### config.mk
export PLATFORM = sky130hd
export DESIGN_NAME = coin_credit_dispenser
export DESIGN_NICKNAME = d
export VERILOG_FILES = /design/src/rtl/credit_pkg.sv /design/src/rtl/credit_control.sv /design/src/rtl/credit_datapath.sv /design/src/rtl/coin_credit_dispenser.sv
export SDC_FILE = /design/constraint.sdc
export NUM_CORES = 1
export LEC_CHECK = 0
export ABC_CLOCK_PERIOD_IN_PS = 1200
export BUFFER_PORTS_ARGS = -buffer_cell sky130_fd_sc_hd__buf_4
export CAP_MARGIN = 10
export CORE_AREA = 2 2 39 41
export CTS_CLUSTER_DIAMETER = 150
export DETAILED_ROUTE_END_ITERATION = 10
export DIE_AREA = 0 0 41 43
export PLACE_DENSITY = 0.35
export SYNTH_ARGS = -nofsm -noshare
export SYNTH_HDL_FRONTEND = slang
export SYNTH_SLANG_ARGS = --single-unit
### constraint.sdc
create_clock -name clk -period 1.2 [get_ports clk]
set_clock_uncertainty 0.2 [all_clocks]
set_input_delay 0.12 -clock clk [delete_from_list [all_inputs] [get_ports clk]]
set_output_delay 0.12 -clock clk [all_outputs]
set_load 0.02 [all_outputs]
### src/rtl/credit_pkg.sv
package credit_pkg;

  // Strobes issued by the control decoder to the credit datapath
  typedef struct packed {
    logic addSmall;    // legal small coin, credit below full
    logic addLarge;    // legal large coin, credit below full
    logic clearFull;   // full state reached: return to empty
    logic flagIllegal; // both strobes seen together
  } ctrlStrobe_t;

endpackage

### src/rtl/credit_control.sv
module credit_control
  import credit_pkg::*;
(
  input  logic        coinSmall,
  input  logic        coinLarge,
  input  logic        isFull,
  output ctrlStrobe_t strobes
);

  logic onlySmall;
  logic onlyLarge;

  assign onlySmall = coinSmall & ~coinLarge;
  assign onlyLarge = coinLarge & ~coinSmall;

  always_comb begin
    strobes             = '0;
    strobes.clearFull   = isFull;
    strobes.addSmall    = onlySmall & ~isFull;
    strobes.addLarge    = onlyLarge & ~isFull;
    strobes.flagIllegal = coinSmall & coinLarge;
  end

endmodule

### src/rtl/credit_datapath.sv
module credit_datapath
  import credit_pkg::*;
#(
  parameter int CREDIT_W   = 2,
  parameter int SMALL_STEP = 1,
  parameter int LARGE_STEP = 2
) (
  input  logic                clk,
  input  logic                rst,
  input  ctrlStrobe_t         strobes,
  output logic [CREDIT_W-1:0] credit,
  output logic                isFull,
  output logic                errFlag
);

  localparam int SUM_W = CREDIT_W + 1;
  localparam logic [SUM_W-1:0] FULL_CODE = SUM_W'((1 << CREDIT_W) - 1);
  localparam logic [SUM_W-1:0] SMALL_INC = SUM_W'(SMALL_STEP);
  localparam logic [SUM_W-1:0] LARGE_INC = SUM_W'(LARGE_STEP);

  logic [SUM_W-1:0]    sumSmall;
  logic [SUM_W-1:0]    sumLarge;
  logic [CREDIT_W-1:0] satSmall;
  logic [CREDIT_W-1:0] satLarge;

  // Saturating adders: anything past the top code lands in the full state
  always_comb begin
    sumSmall = {1'b0, credit} + SMALL_INC;
    sumLarge = {1'b0, credit} + LARGE_INC;
    satSmall = (sumSmall > FULL_CODE) ? FULL_CODE[CREDIT_W-1:0] : sumSmall[CREDIT_W-1:0];
    satLarge = (sumLarge > FULL_CODE) ? FULL_CODE[CREDIT_W-1:0] : sumLarge[CREDIT_W-1:0];
  end

  always_ff @(posedge clk) begin
    if (rst) begin
      credit  <= '0;
      errFlag <= 1'b0;
    end else begin
      errFlag <= strobes.flagIllegal;
      if (strobes.clearFull)     credit <= '0;
      else if (strobes.addSmall) credit <= satSmall;
      else if (strobes.addLarge) credit <= satLarge;
    end
  end

  assign isFull = (credit == FULL_CODE[CREDIT_W-1:0]);

  // a strobe that adds credit never lowers it
  assert_no_wrap_R4: assert property (@(posedge clk) disable iff (rst)
    (strobes.addLarge || strobes.addSmall) |=> (credit > $past(credit)));

  // a clear strobe always empties the register
  assert_clear_empties_R6: assert property (@(posedge clk) disable iff (rst)
    strobes.clearFull |=> (credit == '0));

endmodule

### src/rtl/coin_credit_dispenser.sv
module coin_credit_dispenser
  import credit_pkg::*;
#(
  parameter int CREDIT_W   = 2,
  parameter int SMALL_STEP = 1,
  parameter int LARGE_STEP = 2
) (
  input  logic                clk,
  input  logic                rst,
  input  logic                coinSmall,
  input  logic                coinLarge,
  output logic                dispense,
  output logic [CREDIT_W-1:0] creditState,
  output logic                coinError
);

  localparam logic [CREDIT_W-1:0] TOP_STATE = {CREDIT_W{1'b1}};

  ctrlStrobe_t strobes;
  logic        fullNow;

  credit_control uCtrl (
    .coinSmall (coinSmall),
    .coinLarge (coinLarge),
    .isFull    (fullNow),
    .strobes   (strobes)
  );

  credit_datapath #(
    .CREDIT_W   (CREDIT_W),
    .SMALL_STEP (SMALL_STEP),
    .LARGE_STEP (LARGE_STEP)
  ) uPath (
    .clk     (clk),
    .rst     (rst),
    .strobes (strobes),
    .credit  (creditState),
    .isFull  (fullNow),
    .errFlag (coinError)
  );

  assign dispense = fullNow;

  // reset wins over coins and clears every output
  assert_reset_clears_R8: assert property (@(posedge clk)
    rst |=> (creditState == '0 && !dispense && !coinError));

  // idle inputs hold a non-full state
  assert_idle_holds_R2: assert property (@(posedge clk) disable iff (rst)
    (!coinSmall && !coinLarge && creditState != TOP_STATE) |=> $stable(creditState));

  // a lone small coin advances by one step
  assert_small_step_R3: assert property (@(posedge clk) disable iff (rst)
    (coinSmall && !coinLarge && creditState != TOP_STATE)
      |=> (creditState == $past(creditState) + CREDIT_W'(1)));

  // dispense appears only in the full state
  assert_dispense_full_R5: assert property (@(posedge clk) disable iff (rst)
    dispense |-> (creditState == TOP_STATE));

  // full state always returns to empty
  assert_full_returns_R6: assert property (@(posedge clk) disable iff (rst)
    (creditState == TOP_STATE) |=> (creditState == '0));

  // illegal pair holds credit and raises the flag
  assert_illegal_hold_R7: assert property (@(posedge clk) disable iff (rst)
    (coinSmall && coinLarge && creditState != TOP_STATE)
      |=> ($stable(creditState) && coinError));

  // the flag never appears without a preceding double strobe
  assert_flag_cause_R7: assert property (@(posedge clk) disable iff (rst)
    !(coinSmall && coinLarge) |=> !coinError);

endmodule

==> results, run 1 <==
- The flow ran to the end, and the final reports show no timing, DRC or antenna violations.
- Clock tree synthesis found a total of 3 sinks.
- The clock-pin slew on the worst setup and hold paths is 0.04 ns.
- After layout, the minimum clock period comes to 1.16 ns.
- The total area of multi-input combinational cells is around 64 µm².
- The post-route non-filler standard cell count is 47.
- The maximum number of pins on one net before global-route repair is 5.
- The headroom to the max-slew limit is a little over four fifths.
- Counting instances in the post-synthesis netlist gives the leading cell types as sky130_fd_sc_hd__dfxtp_1, sky130_fd_sc_hd__a211oi_1, sky130_fd_sc_hd__nor3_1.
- The finished layout cell area is between 200 and 300 µm².
- In the post-synthesis netlist, the cell with the most instances is sky130_fd_sc_hd__dfxtp_1.
- The worst hold path belongs to the class in -> reg.
- 8 I/O pins were placed.
- The mux contribution to synthesized area is 0%.
- The final critical path takes up a little over nine tenths of the cycle.
- The floorplan row count is 14.
- The count of max-cap constraint violations is 0.
- The distinct cell type count after synthesis is 9.
- At the placement stage, the worst setup path has a slack of between 0.1 and 0.15 ns.
- The biggest cell delay along the critical path is 0.32 ns.
- The placed instances occupy a cell area of 194 µm².
- The via count is 165.
- The number of global-route vias before repair was roughly 180.
- STA classifies the critical path endpoint as a primary output.
- The Yosys step of the flow raised 0 warnings.
- The count of buffers from port buffering is 7.
- For this run, the register share of the synthesized area comes to between 40% and 50%.
- The signed area change from the synthesized netlist to the final layout is 138%.
- The main combinational cell family by area after synthesis is simple AND/OR/NAND/NOR gates.
- The worst setup path is launched from a flip-flop.
- The number of design rule violations left after detail routing is 0.
- The first detailed-routing pass ran for 4 iterations.
- The vertical die dimension is between 40 and 50 µm.
- After Yosys synthesis, XOR and XNOR cells account for 0% of the synthesized area.
- The critical path is of the reg -> out type.
- The filler cells instantiated in the layout total around 160.
- Counting flops with an async set or reset pin after synthesis yields a share of 0%.
- The maximum fanout count along the critical path is 4.
- The total power per unit cell area is between 1000 and 1500 nW/µm².
- The wire length of the first global-routing pass is between 600 and 700 µm.
- TritonCTS built the clock tree.
- The overflow left after global routing is 0.
- The required time at the worst-slack endpoint is 0.88 ns.
- The core area is approximately 1400 µm².
- The net count reported at finish is 36.
- The cell area after synthesis is around 120 µm².
- Global routing consumed, over all layers together, 6.42% of the routing resources.
- Setup repair after global routing left no endpoint under its margin.
- The effective utilization at floorplan is roughly 9%.
- In the final routed layout, each cell accounts on average for about 8 µm.
- Among all flip-flop cells after synthesis, the most frequent one is sky130_fd_sc_hd__dfxtp_1.
- The number of placed cells counting well taps is 36.
- Summed over its instances, the top area cell type makes up 49.5% of the synthesized netlist area.
- At the worst endpoint, the arrival time is 0.84 ns.
- The die covers approximately 1800 µm².
- The critical path goes through and2_4, buf_6.
- The average instance in the mapped netlist occupies approximately 9.3 µm².
- The final total power is approximately 370 µW.
- The initial antenna violation count is 0.
- The post-synthesis register bit count is 3.
- Routability-driven placement finished with a final weighted congestion of ~0.51.
- Setup violations remaining at the end of the flow were counted as 0.
- In this run the deepest clock path goes through 2 buffers.
- The final routed wirelength across all metal layers is around 370 µm.
- The instance count of the mapped netlist is 13.
- The slowest stage of the critical path is the sky130_fd_sc_hd__dfxtp_2 cell.
- The count of flip-flops with a built-in enable after synthesis is 0.
- The floorplan step set the die width to roughly 41 µm.
- Using the TritonRoute via totals, the vias-per-cell ratio works out to roughly 3.5.
- The cell leakage power is 0.133 nW.
- The count of nets left with antenna violations after detail routing is 0.
- The cell sitting at the root of the clock tree is a sky130_fd_sc_hd__clkbuf_4.
- The post-route netlist has slightly below 60% of its cells at a drive strength greater than 1.
- The most area-hungry cell type in the Yosys netlist is sky130_fd_sc_hd__dfxtp_1.
- The sequential cell area is roughly 63 µm².
- Summing the areas of all fa, ha and maj instances in the mapped netlist gives 0% of the synthesized area.
- The total negative slack is 0 ns.
- Across all setup checks in the final design, the least slack found is 0.0433 ns.
- At the later pin of the worst-skew pair, clock insertion delay measures about 0.23 ns.
- At the pin with the least slew margin, the transition time is approximately 0.23 ns.
- The net count after synthesis is 17.
- Timing would allow up to just under 900 MHz.
- The worst-case IR drop observed on VDD is between 0.2 and 0.3 mV.
- For this block, the initial DRC count from the detailed router was 2.
- The final hold violation count is 0.
- The clock buffer count from CTS is 3.
- The number of max-slew violations in the final report is 0.
- Ranked by total cell area, the synthesized netlist is headed by sky130_fd_sc_hd__dfxtp_1, sky130_fd_sc_hd__a211oi_1, sky130_fd_sc_hd__nor3_1.
- Summing the areas of all compound-gate instances in the mapped netlist gives a little under a fifth of the synthesized area.
- The antenna diode count is 0.
- The H-tree level count is 1.
- Of the total synthesized cell area, the portion taken by AND, OR, NAND and NOR gates is a little under a third.
-- worst paths after layout --
kind	from	endpoint	slack, ns	cells past startpoint
worst max-delay path	uPath.credit[1]	dispense	0.04	2
worst min-delay path	coinLarge	uPath.credit[1]	0.12	4
worst max register to register	uPath.credit[1]	uPath.credit[0]	0.15	3
worst min register to register	uPath.credit[0]	uPath.credit[1]	0.35	2
-- cells by family after synthesis --
family,after synthesis
AO/OA/AOI/OAI,3
flip-flops,3
AND/OR/NAND/NOR,7
-- per-layer routing --
metal | routed length [µm] | track usage (%) | vias up | share of wire, %
met3 | 53 | 4.71 | 4 | 14
met2 | 129 | 7.81 | 10 | 35
met5 | 0 | 0 | - | 0
li1 | - | - | 82 | -
met4 | 25 | 8.00 | 0 | 6.8
met1 | 159 | 5.77 | 69 | 43
-- power breakdown --
part           switching, mW  internal, mW
logic                 0.0314        0.0475
registers            0.00545         0.109
clock network         0.0538         0.125
total                 0.0906         0.281
-- sequential cells by signal (all words and copies together), names as in the netlist --
register	count
uPath.credit	2
uPath.errFlag	1
-- cells in the final DEF (no fill, tap or decap) --
cell type | synthesis | routed
sky130_fd_sc_hd__nor3_1 | 2 | 2
sky130_fd_sc_hd__dlygate4sd3_1 | 0 | 3
sky130_fd_sc_hd__nor2b_1 | 1 | 1
sky130_fd_sc_hd__buf_4 | 0 | 10
sky130_fd_sc_hd__dfxtp_1 | 3 | 1
sky130_fd_sc_hd__a211oi_1 | 2 | 2
sky130_fd_sc_hd__and2b_2 | 1 | 1
sky130_fd_sc_hd__nand2_1 | 1 | 1
sky130_fd_sc_hd__clkbuf_1 | 0 | 1
sky130_fd_sc_hd__and2_4 | 0 | 1
sky130_fd_sc_hd__dfxtp_2 | 0 | 2
sky130_fd_sc_hd__buf_6 | 0 | 1
sky130_fd_sc_hd__nor2_1 | 1 | 1
sky130_fd_sc_hd__o21a_1 | 1 | 1
sky130_fd_sc_hd__clkbuf_4 | 0 | 3
-- layout make-up --
type                    count  area share [%]
multi-input cells          10            22.1
repair buffers             14            40.3
well taps                  16            6.93
clock buffers               4            9.09
flip-flops and latches      3            21.6
-- repair_timing --
| action | in CTS | in global routing |
|---|---|---|
| gates cloned | 0 | 0 |
| gates resized for setup | 2 | 2 |
| hold endpoints to repair | 3 | 0 |
| hold buffers | 3 | 0 |
| setup endpoints to repair | 1 | 1 |
| setup buffers | 4 | 0 |
-- stage by stage --
stage / util [%] / hold slack [ns]
6_report: 20.9 / 0.123
4_1_cts: 20.4 / 0.119
5_1_grt: 20.9 / 0.189
3_5_place_dp: 14.0 / 0.107
3_3_place_gp: 14.0 / 0.103
2_1_floorplan: - / -0.00849
-- critical path, delay by kind of cell (launching register included) --
| kind | cells | cell delay [ns] |
|---|---|---|
| flip-flops | 1 | 0.32 |
| AND/OR/NAND/NOR | 1 | 0.16 |
| buffers and inverters | 1 | 0.12 |
(Power assumes the default switching activity.)
==> inputs of run 2 (changes only) <==
--- a/config.mk
+++ b/config.mk
@@ -8,11 +8,13 @@
 export ABC_CLOCK_PERIOD_IN_PS = 1200
 export BUFFER_PORTS_ARGS = -buffer_cell sky130_fd_sc_hd__buf_4
 export CAP_MARGIN = 10
+export CELL_PAD_IN_SITES_DETAIL_PLACEMENT = 1
+export CELL_PAD_IN_SITES_GLOBAL_PLACEMENT = 1
 export CORE_AREA = 2 2 39 41
-export CTS_CLUSTER_DIAMETER = 150
+export CTS_CLUSTER_DIAMETER = 40
 export DETAILED_ROUTE_END_ITERATION = 10
 export DIE_AREA = 0 0 41 43
-export PLACE_DENSITY = 0.35
+export PLACE_DENSITY = 0.42
 export SYNTH_ARGS = -nofsm -noshare
 export SYNTH_HDL_FRONTEND = slang
 export SYNTH_SLANG_ARGS = --single-unit
==> results, run 2 (synthesized netlist as in run 1, its figures left out) <==
- The number of max-slew violations in the final report is 0.
- The internal power is about 270 µW.
- The part of the total power dissipated in the clock network is 49.5%.
- For the worst-skew pair, the clock arrives at the later sink with an insertion delay of ~0.24 ns.
- The final-layout fill cell count is ~170.
- The area growth from synthesis to layout is 128%.
- Summed over all cells, the static leakage comes to around 0.12 nW.
- The number of detailed-route iterations in the first pass is 1.
- Global routing used under 10% of the available tracks.
- The total power per unit cell area is between 1000 and 1500 nW/µm².
- The register with the most flip-flops in the layout has 2 of them.
- The CTS sink count is 3.
- The tool flagged a number of max-cap violations equal to 0.
- Cells fill 20.0% of the core in the end.
- After detailed routing, the number of remaining DRC violations is 0.
- The maximum number of pins on one net before global-route repair is 6.
- The worst path uses 96.0% of the clock period.
- Summing all placed instances gives a cell area of just under 200 µm².
- The final total power is around 370 µW.
- The finished layout cell area is roughly 280 µm².
- The overflow left after global routing is 0.
- The clock buffer count from CTS is 3.
- Setup slack on the critical path of the routed design comes to about 0.048 ns.
- The floorplan row count is 14.
- In this run switching power makes up ~26% of total power.
- The final critical path time including I/O delays and setup is between 1 and 1.5 ns.
- The element type at the critical path start is a flip-flop.
- The headroom to the max-slew limit is 86.4%.
- The wire length of the first global-routing pass is between 600 and 700 µm.
- Along the worst path, the maximum fanout reaches 3.
- In this run the register-to-register setup slack is around 0.11 ns.
- The initial antenna violation count is 0.
- TritonCTS built the clock tree.
- The count of nets left with antenna violations once routing finished came out at 0.
- The routed via count divided by cell count is 3.44.
- Leaving out fill and tap cells, the most frequent cell in the layout is sky130_fd_sc_hd__buf_4.
- The largest register by flop count is uPath.credit.
- The top cell types in the final layout, fill and taps aside, are sky130_fd_sc_hd__buf_4, sky130_fd_sc_hd__clkbuf_4, sky130_fd_sc_hd__dlygate4sd3_1, sky130_fd_sc_hd__a211oi_1, sky130_fd_sc_hd__nor3_1.
- After clock tree synthesis, the clock-pin slew on the worst setup and hold paths is around 0.040 ns.
- After the last flow step, the layout net total stands at 34.
- The effective utilization at floorplan is ~8.8%.
- The worst-case IR drop observed on VDD is around 0.21 mV.
- The sequential group share of total power is a little under a third.
- The die covers approximately 1800 µm².
- The wire length per cell is slightly above 9 µm.
- The antenna diode count is 0.
- The clock root buffer is sky130_fd_sc_hd__clkbuf_4.
- The vertical die dimension is ~43 µm.
- The final number of setup-violating endpoints is 0.
- The run finished with clean final reports.
- The final hold violation count is 0.
- The final routed wirelength across all metal layers is between 400 and 500 µm.
- The maximum root-to-sink buffer count is 2.
- The required time at the worst-slack endpoint is between 0.8 and 0.9 ns.
- The final hold slack is approximately 0.14 ns.
- In this run the tool buffered the top-level ports with 7 buffer cells.
- Pin placement for this block handled 8 I/O pins.
- The measured slew at the worst slew-check pin is between 0.2 and 0.25 ns.
- The total negative slack is 0 ns.
- Per report_power, the combinational group accounts for between 10% and 20% of the total.
- Of the cells placed in the final design, the portion with a size suffix greater than 1 is approximately 55%.
- In this run the power spent charging and discharging nets is between 90 and 100 µW.
- The via count is between 150 and 200.
- The count of cells in the finished layout, fillers not included, comes to 45.
- The core area is 1380 µm².
- In the final layout, the registers with the most flip-flops are uPath.credit: 2 flops, uPath.errFlag: 1 flops.
- Based on the critical path, the design can be clocked at up to slightly below 900 MHz.
- The number of global-route vias before repair was 172.
- The path class of the tightest hold or removal check is in -> reg.
- In this run, the number of DRC markers left after iteration 0 of detailed routing was 0.
- In this run the number of H-tree levels came out at 1.
- The worst setup path is captured at a primary output.
- The data arrival time of the critical path is between 0.8 and 0.9 ns.
- The critical path class is reg -> out.
- Setup repair after global routing left no endpoint under its margin.
- Including well taps, the total number of placed cells is 36.
- Routability-driven placement finished with a final weighted congestion of 0.496.
- The die span in x is between 40 and 50 µm.
- The worst-case setup slack after placement is 0.136 ns.
-- run 2: changes by cell type in the layout (fill, tap and decap cells not counted) --
cell | previous run | this run
sky130_fd_sc_hd__dfxtp_2 | 2 | 1
sky130_fd_sc_hd__dfxtp_4 | 0 | 1
sky130_fd_sc_hd__buf_4 | 10 | 8
-- run 2: routing by layer --
metal | GRT usage, % | vias up | share of wire [%]
met2 | 8.13 | 8 | 52
met5 | 0 | - | 0
met4 | 8.00 | 0 | 0
li1 | - | 77 | -
met1 | 4.81 | 70 | 35
met3 | 5.24 | 0 | 13
-- run 2: layout make-up --
cell class | count | area (µm²) | area share (%)
Multi-Input combinational cell | 10 | 63.8 | 23.1
Tap cell | 16 | 20.0 | 7.24
Clock buffer | 4 | 26.3 | 9.50
Sequential cell | 3 | 65.1 | 23.5
Timing Repair Buffer | 12 | 101 | 36.7
-- run 2: final timing paths --
check	depth (start not counted)	endpoint	start
max	2	dispense	uPath.credit[1]
min	4	uPath.credit[1]	coinLarge
max reg2reg	3	uPath.credit[0]	uPath.credit[1]
min reg2reg	2	uPath.credit[1]	uPath.credit[0]
-- run 2: worst max-delay path, cell delays in order, from the launching register on --
cell	delay [ns]
sky130_fd_sc_hd__dfxtp_4	0.34
sky130_fd_sc_hd__and2_4	0.14
sky130_fd_sc_hd__buf_6	0.12
-- run 2: timing repair --
action	CTS	global route
hold buffers	3	0
hold endpoints to repair	3	0
gates resized for setup	4	1
buffers inserted	0	2
pin swaps	0	1
setup endpoints to repair	1	1
-- run 2: power groups by stage --
stage	logic [mW]	registers [mW]	clock network (mW)
final	0.0728	0.113	0.182
after global routing	0.0800	0.114	0.204
after CTS	0.0615	0.117	0.189
after detailed placement	0.0510	0.117	0
after global placement	0.0499	0.116	0
after floorplan	0.0167	0.125	0
==> inputs of run 3 (changes only) <==
--- a/config.mk
+++ b/config.mk
@@ -5,7 +5,7 @@
 export SDC_FILE = /design/constraint.sdc
 export NUM_CORES = 1
 export LEC_CHECK = 0
-export ABC_CLOCK_PERIOD_IN_PS = 1200
+export ABC_CLOCK_PERIOD_IN_PS = 1100
 export BUFFER_PORTS_ARGS = -buffer_cell sky130_fd_sc_hd__buf_4
 export CAP_MARGIN = 10
 export CELL_PAD_IN_SITES_DETAIL_PLACEMENT = 1
@@ -15,6 +15,7 @@
 export DETAILED_ROUTE_END_ITERATION = 10
 export DIE_AREA = 0 0 41 43
 export PLACE_DENSITY = 0.42
+export SLEW_MARGIN = 20
 export SYNTH_ARGS = -nofsm -noshare
 export SYNTH_HDL_FRONTEND = slang
 export SYNTH_SLANG_ARGS = --single-unit
==> constraint.sdc (replaced) <==
create_clock -name clk -period 1.1 [get_ports clk]
set_clock_uncertainty 0.2 [all_clocks]
set_input_delay 0.22 -clock clk [delete_from_list [all_inputs] [get_ports clk]]
set_output_delay 0.22 -clock clk [all_outputs]
set_load 0.02 [all_outputs]
==> results, run 3 (synthesized netlist as in run 1, its figures left out) <==
- The combinational fraction of design power is 24.7%.
- The effective utilization at floorplan is 8.77%.
- The number of antenna diodes in the final layout is 0.
- After detailed placement, the design holds a cell count of 38.
- The clock buffer count from CTS is 3.
- The sequential group share of total power is approximately 30%.
- The ratio of cells with drive above 1 in the final layout is about 76%.
- Using the TritonRoute via totals, the vias-per-cell ratio works out to ~3.5.
- The post-route non-filler standard cell count is between 40 and 50.
- After clock tree synthesis, the clock-pin slew on the worst setup and hold paths is around 0.040 ns.
- The worst hold path begins at coinSmall.
- The TritonCTS clock tree is done.
- After detailed routing, the number of remaining DRC violations is 0.
- The initial antenna violation count is 0.
- The critical path starts at uPath.credit[0].
- The type of element capturing the critical path is a primary output.
- The signed area change from the synthesized netlist to the final layout is 154%.
- The least setup slack across all paths after layout is -0.141 ns.
- For the pin with the worst max-slew slack, the measured transition is between 0.2 and 0.3 ns.
- The net switching component of the power is ~110 µW.
- The flow ran to the end, but the final reports show violations.
- The final number of setup-violating endpoints is 5.
- In this run the number of H-tree levels came out at 1.
- The final critical path time including I/O delays and setup is between 1 and 1.5 ns.
- Across the run, the number of max-cap violations was 0.
- The total overflow left after global routing is 0.
- The final reports fail on setup timing.
- In this run the core area contains 14 standard-cell rows.
- The HPWL after detailed placement is ~270 µm.
- The flip-flop count of the largest register after layout is 2.
- The data arrival time of the critical path is 0.82 ns.
- Measured on the finished design, the core utilization comes to 22.2%.
- The internal power is around 310 µW.
- The number of detailed-route iterations in the first pass is 2.
- The die outline area is between 1500 and 2000 µm².
- The worst pin sits at a relative slew slack of between 80% and 90%.
- The reg-to-reg startpoint is uPath.credit[0].
- The part of the total power dissipated in the clock network is 45.8%.
- The cell leakage power is roughly 0.13 nW.
- Dividing total power by cell area gives a power density of around 1400 nW/µm².
- The count of nets left with antenna violations after detail routing is 0.
- The highest achievable clock rate is 806 MHz.
- The critical path in this run is classified as reg -> out.
- The I/O pin count is 8.
- Entering global routing, the biggest net connects 5 pins.
- The commonest non-fill, non-tap cell in the layout is sky130_fd_sc_hd__buf_6.
- The share of total power consumed by net switching is between 20% and 30%.
- The global-route usage over all layers is a little under 6%.
- The weighted congestion reported at the end of routability-driven placement is 0.497.
- Setup repair after global routing could not meet its margin everywhere.
- The class of the tightest hold or removal check is in -> reg.
- More flip-flops sit in one register than any other, and that register is uPath.credit.
- Data on the critical path is required at its endpoint by between 0.6 and 0.7 ns.
- In the layout the commonest cells are sky130_fd_sc_hd__buf_6, sky130_fd_sc_hd__buf_4, sky130_fd_sc_hd__clkbuf_4.
- The element type at the critical path start is a flip-flop.
- The floorplan step set the die width to about 41 µm.
- The final hold violation count is 0.
- The count of buffers from port buffering is 7.
- The first global-routing pass estimated 634 µm of wire.
- IR analysis of the VDD net gives a maximum drop of approximately 0.20 mV.
- The final layout contains 34 nets.
- Clock latency on the worst-skew pair, taken at its later pin, is 0.23 ns.
- The maximum fanout count along the critical path is 2.
- The number of global-route vias before repair came to around 160.
- The clock passes through at most 2 buffers.
- The final hold slack is 0.0226 ns.
- The detailed router placed ~160 vias in this run.
- In this run, the number of DRC markers left after iteration 0 of detailed routing was 1.
- Clock tree synthesis selected as its root buffer the cell sky130_fd_sc_hd__clkbuf_4.
- The final layout contains routed wiring with a total length of ~430 µm.
- In the final routed layout, each cell accounts on average for about 9.6 µm.
- Of the available clock period, the critical path in the final layout requires 113%.
- The die is 43 µm tall.
- The number of max-slew violations in the final report came to 0.
- The CTS sink count is 3.
- The largest registers in the layout are uPath.credit: 2 flops, uPath.errFlag: 1 flops.
- After floorplanning, the core was sized to cover between 1000 and 1500 µm².
-- run 3: cell types whose count changed in the layout (fill, tap and decap cells not counted) --
| cell | previous run | this run |
|---|---|---|
| sky130_fd_sc_hd__nor3_1 | 2 | 0 |
| sky130_fd_sc_hd__dfxtp_4 | 1 | 0 |
| sky130_fd_sc_hd__dlygate4sd3_1 | 3 | 1 |
| sky130_fd_sc_hd__dfxtp_2 | 1 | 2 |
| sky130_fd_sc_hd__buf_4 | 8 | 5 |
| sky130_fd_sc_hd__a211oi_1 | 2 | 0 |
| sky130_fd_sc_hd__buf_6 | 1 | 6 |
| sky130_fd_sc_hd__a211oi_2 | 0 | 2 |
| sky130_fd_sc_hd__nor3_2 | 0 | 2 |
-- run 3: critical path: stages (launching register included) --
cell and delay, ns:
sky130_fd_sc_hd__dfxtp_2 0.33, sky130_fd_sc_hd__and2_4 0.15, sky130_fd_sc_hd__buf_6 0.11
-- run 3: area by class of cell --
type                       instances  area (µm²)
timing repair buffer              12         115
tap                               16        20.0
clock buffer                       4        26.3
fill                             164        1080
multi-input combinational         10        83.8
sequential                         3        62.6
-- run 3: worst paths after layout --
path | depth (start not counted) | slack, ns | end
min | 3 | 0.02 | uPath.errFlag
min reg2reg | 3 | 0.43 | uPath.credit[1]
max reg2reg | 4 | -0.02 | uPath.credit[1]
max | 2 | -0.14 | dispense
-- run 3: routing by layer --
metal,GRT usage (%),vias up,routed length [µm]
met5,0,-,0
met4,8.00,0,0
met3,1.57,0,41
met2,8.13,8,215
met1,5.43,72,176
li1,-,78,-
-- run 3: metrics by stage --
step                      TNS [ns]  cell area [µm²]  worst slack, ns  total power [mW]
after global routing        -0.576              308           -0.164             0.444
after detailed placement    -0.104              213          -0.0623             0.194
final                       -0.492              308           -0.141             0.420
after floorplan                  0              125           0.0615             0.156
after global placement     -0.0784              213          -0.0488             0.193
after CTS                   -0.509              287           -0.144             0.422
-- run 3: timing repair --
action | in CTS | in global routing
hold endpoints to repair | 3 | 3
hold buffers | 1 | 1
resized for setup | 8 | 3
setup buffers | 1 | 1
setup endpoints to repair | 4 | 5
-- run 3: power groups by stage --
stage	sequential (mW)	clock (mW)	combinational, mW
6_report	0.124	0.193	0.104
3_3_place_gp	0.123	0	0.0696
5_1_grt	0.125	0.206	0.112
4_1_cts	0.124	0.204	0.0946
3_5_place_dp	0.124	0	0.0707
2_1_floorplan	0.137	0	0.0186
